`src/rtl/alarm_pkg.sv`:
```
package alarm_pkg;
  localparam int SW = 32;
  localparam int NPH = 3;

  // bit positions per phase index (0 = A, 1 = B, 2 = C)
  function automatic int pos_ov(input int p);  return 18 - p; endfunction
  function automatic int pos_uv(input int p);  return 15 - p; endfunction
  function automatic int pos_imb(input int p); return 12 - p; endfunction
  function automatic int pos_oc(input int p);  return 9 - p;  endfunction
  function automatic int pos_uc(input int p);  return 6 - p;  endfunction
  function automatic int pos_pf(input int p);  return 22 - p; endfunction
  localparam int POS_OT   = 3;
  localparam int POS_UT   = 2;
  localparam int POS_DONE = 31;

  localparam logic [SW-1:0] ALARM_MASK = 32'h0077_FFFC;
  localparam logic [SW-1:0] DONE_MASK  = 32'h8000_0000;
  localparam logic [SW-1:0] VALID_MASK = ALARM_MASK | DONE_MASK;

  // next-state rule: write first, then interval update, then done pulse
  function automatic logic [SW-1:0] next_word(
    input logic [SW-1:0] cur,
    input logic [SW-1:0] cond,
    input logic [SW-1:0] latch,
    input logic          we,
    input logic [SW-1:0] wdata,
    input logic          upd,
    input logic          done
  );
    logic [SW-1:0] w;
    w = we ? (wdata & VALID_MASK) : cur;
    if (upd)
      w = ((cond | (latch & w)) & ALARM_MASK) | (w & DONE_MASK);
    if (done)
      w = w | DONE_MASK;
    return w;
  endfunction
endpackage

```
`src/rtl/alarm_phase_cmp.sv`:
```
module alarm_phase_cmp #(
  parameter int MW = 16
) (
  input  logic          clk,
  input  logic          rst_n,
  input  logic [MW-1:0] v,
  input  logic [MW-1:0] i,
  input  logic [MW-1:0] pf,
  input  logic [MW-1:0] imb,
  input  logic [MW-1:0] lim_v_hi,
  input  logic [MW-1:0] lim_v_lo,
  input  logic [MW-1:0] lim_i_hi,
  input  logic [MW-1:0] lim_i_lo,
  input  logic [MW-1:0] lim_imb,
  input  logic [MW-1:0] lim_pf,
  output logic          ov_hit,
  output logic          uv_hit,
  output logic          oc_hit,
  output logic          uc_hit,
  output logic          imb_hit,
  output logic          pf_hit
);
  function automatic logic above(input logic [MW-1:0] val, input logic [MW-1:0] lim);
    return (lim != '0) && (val > lim);
  endfunction

  function automatic logic below(input logic [MW-1:0] val, input logic [MW-1:0] lim);
    return (lim != '0) && (val < lim);
  endfunction

  function automatic logic [MW:0] magnitude(input logic [MW-1:0] x);
    logic [MW:0] xe;
    xe = {x[MW-1], x};
    return xe[MW] ? (~xe + 1'b1) : xe;
  endfunction

  logic [MW:0] pf_mag;

  always_comb begin
    pf_mag  = magnitude(pf);
    ov_hit  = above(v, lim_v_hi);
    uv_hit  = below(v, lim_v_lo);
    oc_hit  = above(i, lim_i_hi);
    uc_hit  = below(i, lim_i_lo);
    imb_hit = above(imb, lim_imb);
    pf_hit  = (lim_pf != '0) && (pf_mag < {1'b0, lim_pf});
  end

  AST_ZERO_VHI_OFF: assert property (@(posedge clk) disable iff (!rst_n)
    (lim_v_hi == '0) |-> !ov_hit);
  AST_ZERO_ILO_OFF: assert property (@(posedge clk) disable iff (!rst_n)
    (lim_i_lo == '0) |-> !uc_hit);
  AST_ZERO_PF_OFF: assert property (@(posedge clk) disable iff (!rst_n)
    (lim_pf == '0) |-> !pf_hit);
  AST_V_EXCLUSIVE: assert property (@(posedge clk) disable iff (!rst_n)
    (lim_v_lo <= lim_v_hi) |-> !(ov_hit && uv_hit));
endmodule

```
`src/rtl/alarm_temp_cmp.sv`:
```
module alarm_temp_cmp #(
  parameter int MW = 16
) (
  input  logic          clk,
  input  logic          rst_n,
  input  logic [MW-1:0] temp,
  input  logic [MW-1:0] lim_t_hi,
  input  logic [MW-1:0] lim_t_lo,
  output logic          ot_hit,
  output logic          ut_hit
);
  always_comb begin
    ot_hit = (lim_t_hi != '0) && ($signed(temp) > $signed(lim_t_hi));
    ut_hit = (lim_t_lo != '0) && ($signed(temp) < $signed(lim_t_lo));
  end

  AST_ZERO_T_OFF: assert property (@(posedge clk) disable iff (!rst_n)
    ((lim_t_hi == '0) |-> !ot_hit) and ((lim_t_lo == '0) |-> !ut_hit));
endmodule

```
`src/rtl/alarm_status_reg.sv`:
```
module alarm_status_reg
  import alarm_pkg::*;
(
  input  logic          clk,
  input  logic          rst_n,
  input  logic          upd,
  input  logic [SW-1:0] cond,
  input  logic [SW-1:0] latch,
  input  logic          we,
  input  logic [SW-1:0] wdata,
  input  logic          done,
  output logic [SW-1:0] word
);
  logic [SW-1:0] word_nx;

  always_comb word_nx = next_word(word, cond, latch, we, wdata, upd, done);

  always_ff @(posedge clk) begin
    if (!rst_n) word <= '0;
    else        word <= word_nx;
  end

  AST_QUIET_HOLD: assert property (@(posedge clk) disable iff (!rst_n)
    (!upd && !we && !done) |=> $stable(word));
  AST_COND_SETS: assert property (@(posedge clk) disable iff (!rst_n)
    upd |=> ((word & $past(cond)) == $past(cond)));
  AST_UNLATCHED_FOLLOW: assert property (@(posedge clk) disable iff (!rst_n)
    upd |=> (((word ^ $past(cond)) & ~$past(latch) & ALARM_MASK) == '0));
  AST_DONE_SETS: assert property (@(posedge clk) disable iff (!rst_n)
    done |=> word[POS_DONE]);
  AST_RESERVED_ZERO: assert property (@(posedge clk) disable iff (!rst_n)
    (word & ~VALID_MASK) == '0);
endmodule

```
`src/rtl/alarm_status.sv`:
```
module alarm_status
  import alarm_pkg::*;
#(
  parameter int MW = 16
) (
  input  logic            clk,
  input  logic            rst_n,
  input  logic            interval_done,
  input  logic [3*MW-1:0] v_rms,
  input  logic [3*MW-1:0] i_rms,
  input  logic [3*MW-1:0] pf,
  input  logic [3*MW-1:0] v_imb,
  input  logic [MW-1:0]   temp,
  input  logic [MW-1:0]   lim_v_hi,
  input  logic [MW-1:0]   lim_v_lo,
  input  logic [MW-1:0]   lim_i_hi,
  input  logic [MW-1:0]   lim_i_lo,
  input  logic [MW-1:0]   lim_t_hi,
  input  logic [MW-1:0]   lim_t_lo,
  input  logic [MW-1:0]   lim_imb,
  input  logic [MW-1:0]   lim_pf,
  input  logic [31:0]     latch_mask,
  input  logic            host_we,
  input  logic [31:0]     host_wdata,
  input  logic            cmd_done,
  output logic [31:0]     status
);
  logic [NPH-1:0] ov_hit, uv_hit, oc_hit, uc_hit, imb_hit, pf_hit;
  logic           ot_hit, ut_hit;
  logic [SW-1:0]  cond;

  for (genvar p = 0; p < NPH; p++) begin : g_phase
    alarm_phase_cmp #(.MW(MW)) u_cmp (
      .clk      (clk),
      .rst_n    (rst_n),
      .v        (v_rms[p*MW +: MW]),
      .i        (i_rms[p*MW +: MW]),
      .pf       (pf[p*MW +: MW]),
      .imb      (v_imb[p*MW +: MW]),
      .lim_v_hi (lim_v_hi),
      .lim_v_lo (lim_v_lo),
      .lim_i_hi (lim_i_hi),
      .lim_i_lo (lim_i_lo),
      .lim_imb  (lim_imb),
      .lim_pf   (lim_pf),
      .ov_hit   (ov_hit[p]),
      .uv_hit   (uv_hit[p]),
      .oc_hit   (oc_hit[p]),
      .uc_hit   (uc_hit[p]),
      .imb_hit  (imb_hit[p]),
      .pf_hit   (pf_hit[p])
    );
  end

  alarm_temp_cmp #(.MW(MW)) u_temp (
    .clk      (clk),
    .rst_n    (rst_n),
    .temp     (temp),
    .lim_t_hi (lim_t_hi),
    .lim_t_lo (lim_t_lo),
    .ot_hit   (ot_hit),
    .ut_hit   (ut_hit)
  );

  always_comb begin
    cond = '0;
    for (int p = 0; p < NPH; p++) begin
      cond[pos_ov(p)]  = ov_hit[p];
      cond[pos_uv(p)]  = uv_hit[p];
      cond[pos_oc(p)]  = oc_hit[p];
      cond[pos_uc(p)]  = uc_hit[p];
      cond[pos_imb(p)] = imb_hit[p];
      cond[pos_pf(p)]  = pf_hit[p];
    end
    cond[POS_OT] = ot_hit;
    cond[POS_UT] = ut_hit;
  end

  alarm_status_reg u_reg (
    .clk   (clk),
    .rst_n (rst_n),
    .upd   (interval_done),
    .cond  (cond),
    .latch (latch_mask),
    .we    (host_we),
    .wdata (host_wdata),
    .done  (cmd_done),
    .word  (status)
  );

  AST_LATCHED_KEEP: assert property (@(posedge clk) disable iff (!rst_n)
    (interval_done && !host_we) |=>
      (((status & $past(status) & $past(latch_mask) & ALARM_MASK))
        == ($past(status) & $past(latch_mask) & ALARM_MASK)));
endmodule

```
`config.mk`:
```
export PLATFORM = sky130hd
export DESIGN_NAME = alarm_status
export DESIGN_NICKNAME = d
export VERILOG_FILES = /design/src/rtl/alarm_pkg.sv /design/src/rtl/alarm_phase_cmp.sv /design/src/rtl/alarm_temp_cmp.sv /design/src/rtl/alarm_status_reg.sv /design/src/rtl/alarm_status.sv
export SDC_FILE = /design/constraint.sdc
export NUM_CORES = 1
export LEC_CHECK = 0
export BUFFER_PORTS_ARGS = -buffer_cell sky130_fd_sc_hd__buf_4
export CORE_AREA = 2 2 171 173
export CTS_CLUSTER_DIAMETER = 200
export DETAILED_ROUTE_END_ITERATION = 6
export DIE_AREA = 0 0 173 175
export PLACE_DENSITY_LB_ADDON = 0.15
export REMOVE_ABC_BUFFERS = 1
export SYNTH_ARGS = -nofsm -noshare
export SYNTH_HDL_FRONTEND = slang
export SYNTH_SLANG_ARGS = --single-unit
```
`constraint.sdc`:
```
create_clock -name clk -period 7.8 [get_ports clk]
set_input_delay 0.39 -clock clk [delete_from_list [all_inputs] [get_ports clk]]
set_output_delay 0.39 -clock clk [all_outputs]
set_load 0.005 [all_outputs]
```
==> impl_metrics.json <==
{
  "die_w_um": 173,
  "largest_register": "u_reg.word",
  "worst_slack_ns": 5.023,
  "p_sw_share_pct": 41.93,
  "vias": 10287,
  "drv_cap": 0,
  "syn_to_final_growth_pct": 38.32,
  "grt.total_usage_pct": 23.36,
  "ant_nets": 0,
  "die_h_um": 175,
  "avgSynthCellArea_um2": 7.789,
  "holdPathStages": 2,
  "final_cell_mix": "buf_4, ha_1, inv_1",
  "drt_iter0_drc": 367,
  "htreeDepth": 1,
  "clk_latency_ns": 0.28,
  "synth_edf_count": 0,
  "p_per_area_nw_per_um2": 74.21,
  "grt_antenna_before_repair": 1,
  "layout-drive-gt1-share_pct": 26.58,
  "path_max_fanout": 4,
  "place_hpwl_um": 33280,
  "rsz0062_at_grt": "false",
  "clk_pin_slew_worst_paths_ns": 0.09,
  "pwr-share-comb_pct": 70.2,
  "routed_wl_um": 36650,
  "largest_reg_flops": 24,
  "ctsHoldBuffers": 0,
  "portBuffers": 405,
  "grt_pass1_vias": 10484,
  "power.leakage_nw": 6.941,
  "synthArstFlopShare_pct": 0,
  "cts_resized": 0,
  "p_switching_mw": 0.3975,
  "grt-ovfl-total": 0,
  "worstHoldStart": "cmd_done",
  "grt_pass1_wl_um": 55770,
  "postSynthCellCount": 1186,
  "critPathRequiredTime_ns": 7.97,
  "hold_viol": 0,
  "fin_skew_ns": 0,
  "drc": 0,
  "gp_congestion": 0.9045,
  "grt_max_degree": 24,
  "firstDrtPassIters": 5,
  "fillCellCount": 3003,
  "syn_area_um2": 9238,
  "end_kind": "flip-flop",
  "p_int_mw": 0.5506,
  "irDropWorstVdd_uv": 73.72,
  "top_regs": "u_reg.word: 24 flops",
  "coreArea_um2": 28390,
  "r2r_slack_ns": 6.86,
  "worst_slew_pin_slew_ns": 0.9034,
  "cts_tree": "yes",
  "status": "finished clean",
  "row_count": 62,
  "start_util_pct": 32.54,
  "post-cts-setup-buffers": 0,
  "ys_seq_area_share_pct": 5.201,
  "num-nets-final": 2303,
  "avgViaCountPerCell": 5.224,
  "final_common_cell": "buf_4",
  "ys_seq_elements": 24,
  "multi_input_area_um2": 8099,
  "critical_path.startpoint_type": "input pin",
  "cts.sinks": 24,
  "reg2regPathDepth": 3,
  "fin_tns_setup_ns": 0,
  "setup_violations": 0,
  "clockBufferDepth": 2,
  "p_seq_share_pct": 15.1,
  "cts_root_buf": "clkbuf_16",
  "num_io_pins": 437,
  "place_inst": 1964,
  "critical_path_class": "in -> reg",
  "fmax_ghz": 0.3601,
  "clkPwrFrac_pct": 14.8,
  "dpl_worst_slack_ns": 4.733,
  "slew_headroom_pct": 39.63,
  "min_to": "u_reg.word[31]",
  "yosys_most_used_dff": "dfxtp_1",
  "min_path_type": "in -> reg",
  "synth_cell_types": 57,
  "layout.cells.non_filler": 1969,
  "yosys_warnings": 0,
  "period_needed_ns": 2.777,
  "timing.final.crit_share_pct": 35.60,
  "regArea_um2": 480.5,
  "wl_per_cell_um": 18.61,
  "r2r-end": "u_reg.word[4]",
  "cts_buffers": 3,
  "r2r-start": "u_reg.word[4]",
  "slew_violations": 0,
  "dieArea_um2": 30280,
  "crit_arrival_ns": 2.94
}
-- cell usage after synthesis, types with 12 or more instances --
cell type	number	area, um^2
o31ai_1	13	97.59
a21oi_1	87	435.4
a211o_1	12	105.1
a21o_1	51	382.9
nand4_1	22	137.6
mux2i_1	21	210.2
o22ai_1	21	131.4
ha_1	313	3916
nand2_1	86	322.8
nor4_1	34	212.7
nor3_1	12	60.06
inv_1	156	585.6
nor2_1	38	142.6
xnor2_1	39	341.6
dfxtp_1	24	480.5
o21ai_0	85	425.4
nand3_1	25	125.1
a211oi_1	14	105.1
-- power by group through the flow --
stage	combinational, mW	sequential, mW	clock (mW)
floorplan	0.340	0.144	0
global placement	0.652	0.145	0
detailed placement	0.666	0.145	0
CTS	0.670	0.143	0.145
global route	0.754	0.144	0.147
finish	0.665	0.143	0.140
-- stage by stage --
stage | cell area, um^2 | power (mW) | utilization (%) | hold WS [ns]
floorplan | 9165 | 0.4841 | - | 0.4548
global placement | 12690 | 0.7969 | 44.68 | 0.4506
detailed placement | 12690 | 0.8111 | 44.68 | 0.4502
CTS | 12770 | 0.9577 | 44.99 | 0.3060
global route | 12780 | 1.045 | 45.00 | 0.3070
finish | 12780 | 0.9482 | 45.00 | 0.3129
-- cells by family (layout without fill, tap and decap cells) --
logic type,Yosys count,count (layout),synth area share (%)
AOI/OAI and AO/OA,351,351,24.25
DFF,24,24,5.201
buffers and inverters,174,565,7.409
adders and majority gates,313,313,42.39
muxes,23,23,2.519
other,1,9,0.04059
xor gates and xnor gates,39,39,3.698
and+or+nand+nor,261,261,14.49
-- how the worst max path moves through the flow --
stage                 from  slack (ns)        endpoint
floorplan           pf[40]        5.08  u_reg.word[20]
global placement     pf[0]        4.78  u_reg.word[22]
detailed placement   pf[0]        4.73  u_reg.word[22]
CTS                  pf[0]        5.04  u_reg.word[22]
global route        pf[40]        4.85  u_reg.word[20]
finish               pf[0]        5.02  u_reg.word[22]
-- per-layer routing --
| layer | share of wire, % | global-route usage [%] | vias up |
|---|---|---|---|
| met5 | 0 | 0 | - |
| met4 | 2.2 | 5.014 | 0 |
| met3 | 7.9 | 6.223 | 40 |
| met2 | 49 | 42.85 | 362 |
| met1 | 41 | 27.09 | 4640 |
| li1 | - | - | 5245 |
-- critical path, stage by stage --
cell and delay (ns):
buf_4 0.12, inv_1 0.07, ha_1 0.16, nand2_1 0.07
or3_1 0.38, or3_1 0.40, o21ai_1 0.18, xnor2_1 0.08
ha_1 0.30, nand3_1 0.09, or3_1 0.37, a21oi_1 0.24
o22ai_1 0.10
-- cell type report --
cell class              instances  area share [%]
inverters                     156           4.583
multi-input cells             995           63.39
well taps                     384           3.760
flip-flops and latches         24           3.760
repair buffers                405           23.80
diodes                          1         0.01958
clock buffers                   4          0.6953
(Power assumes the default switching activity.)
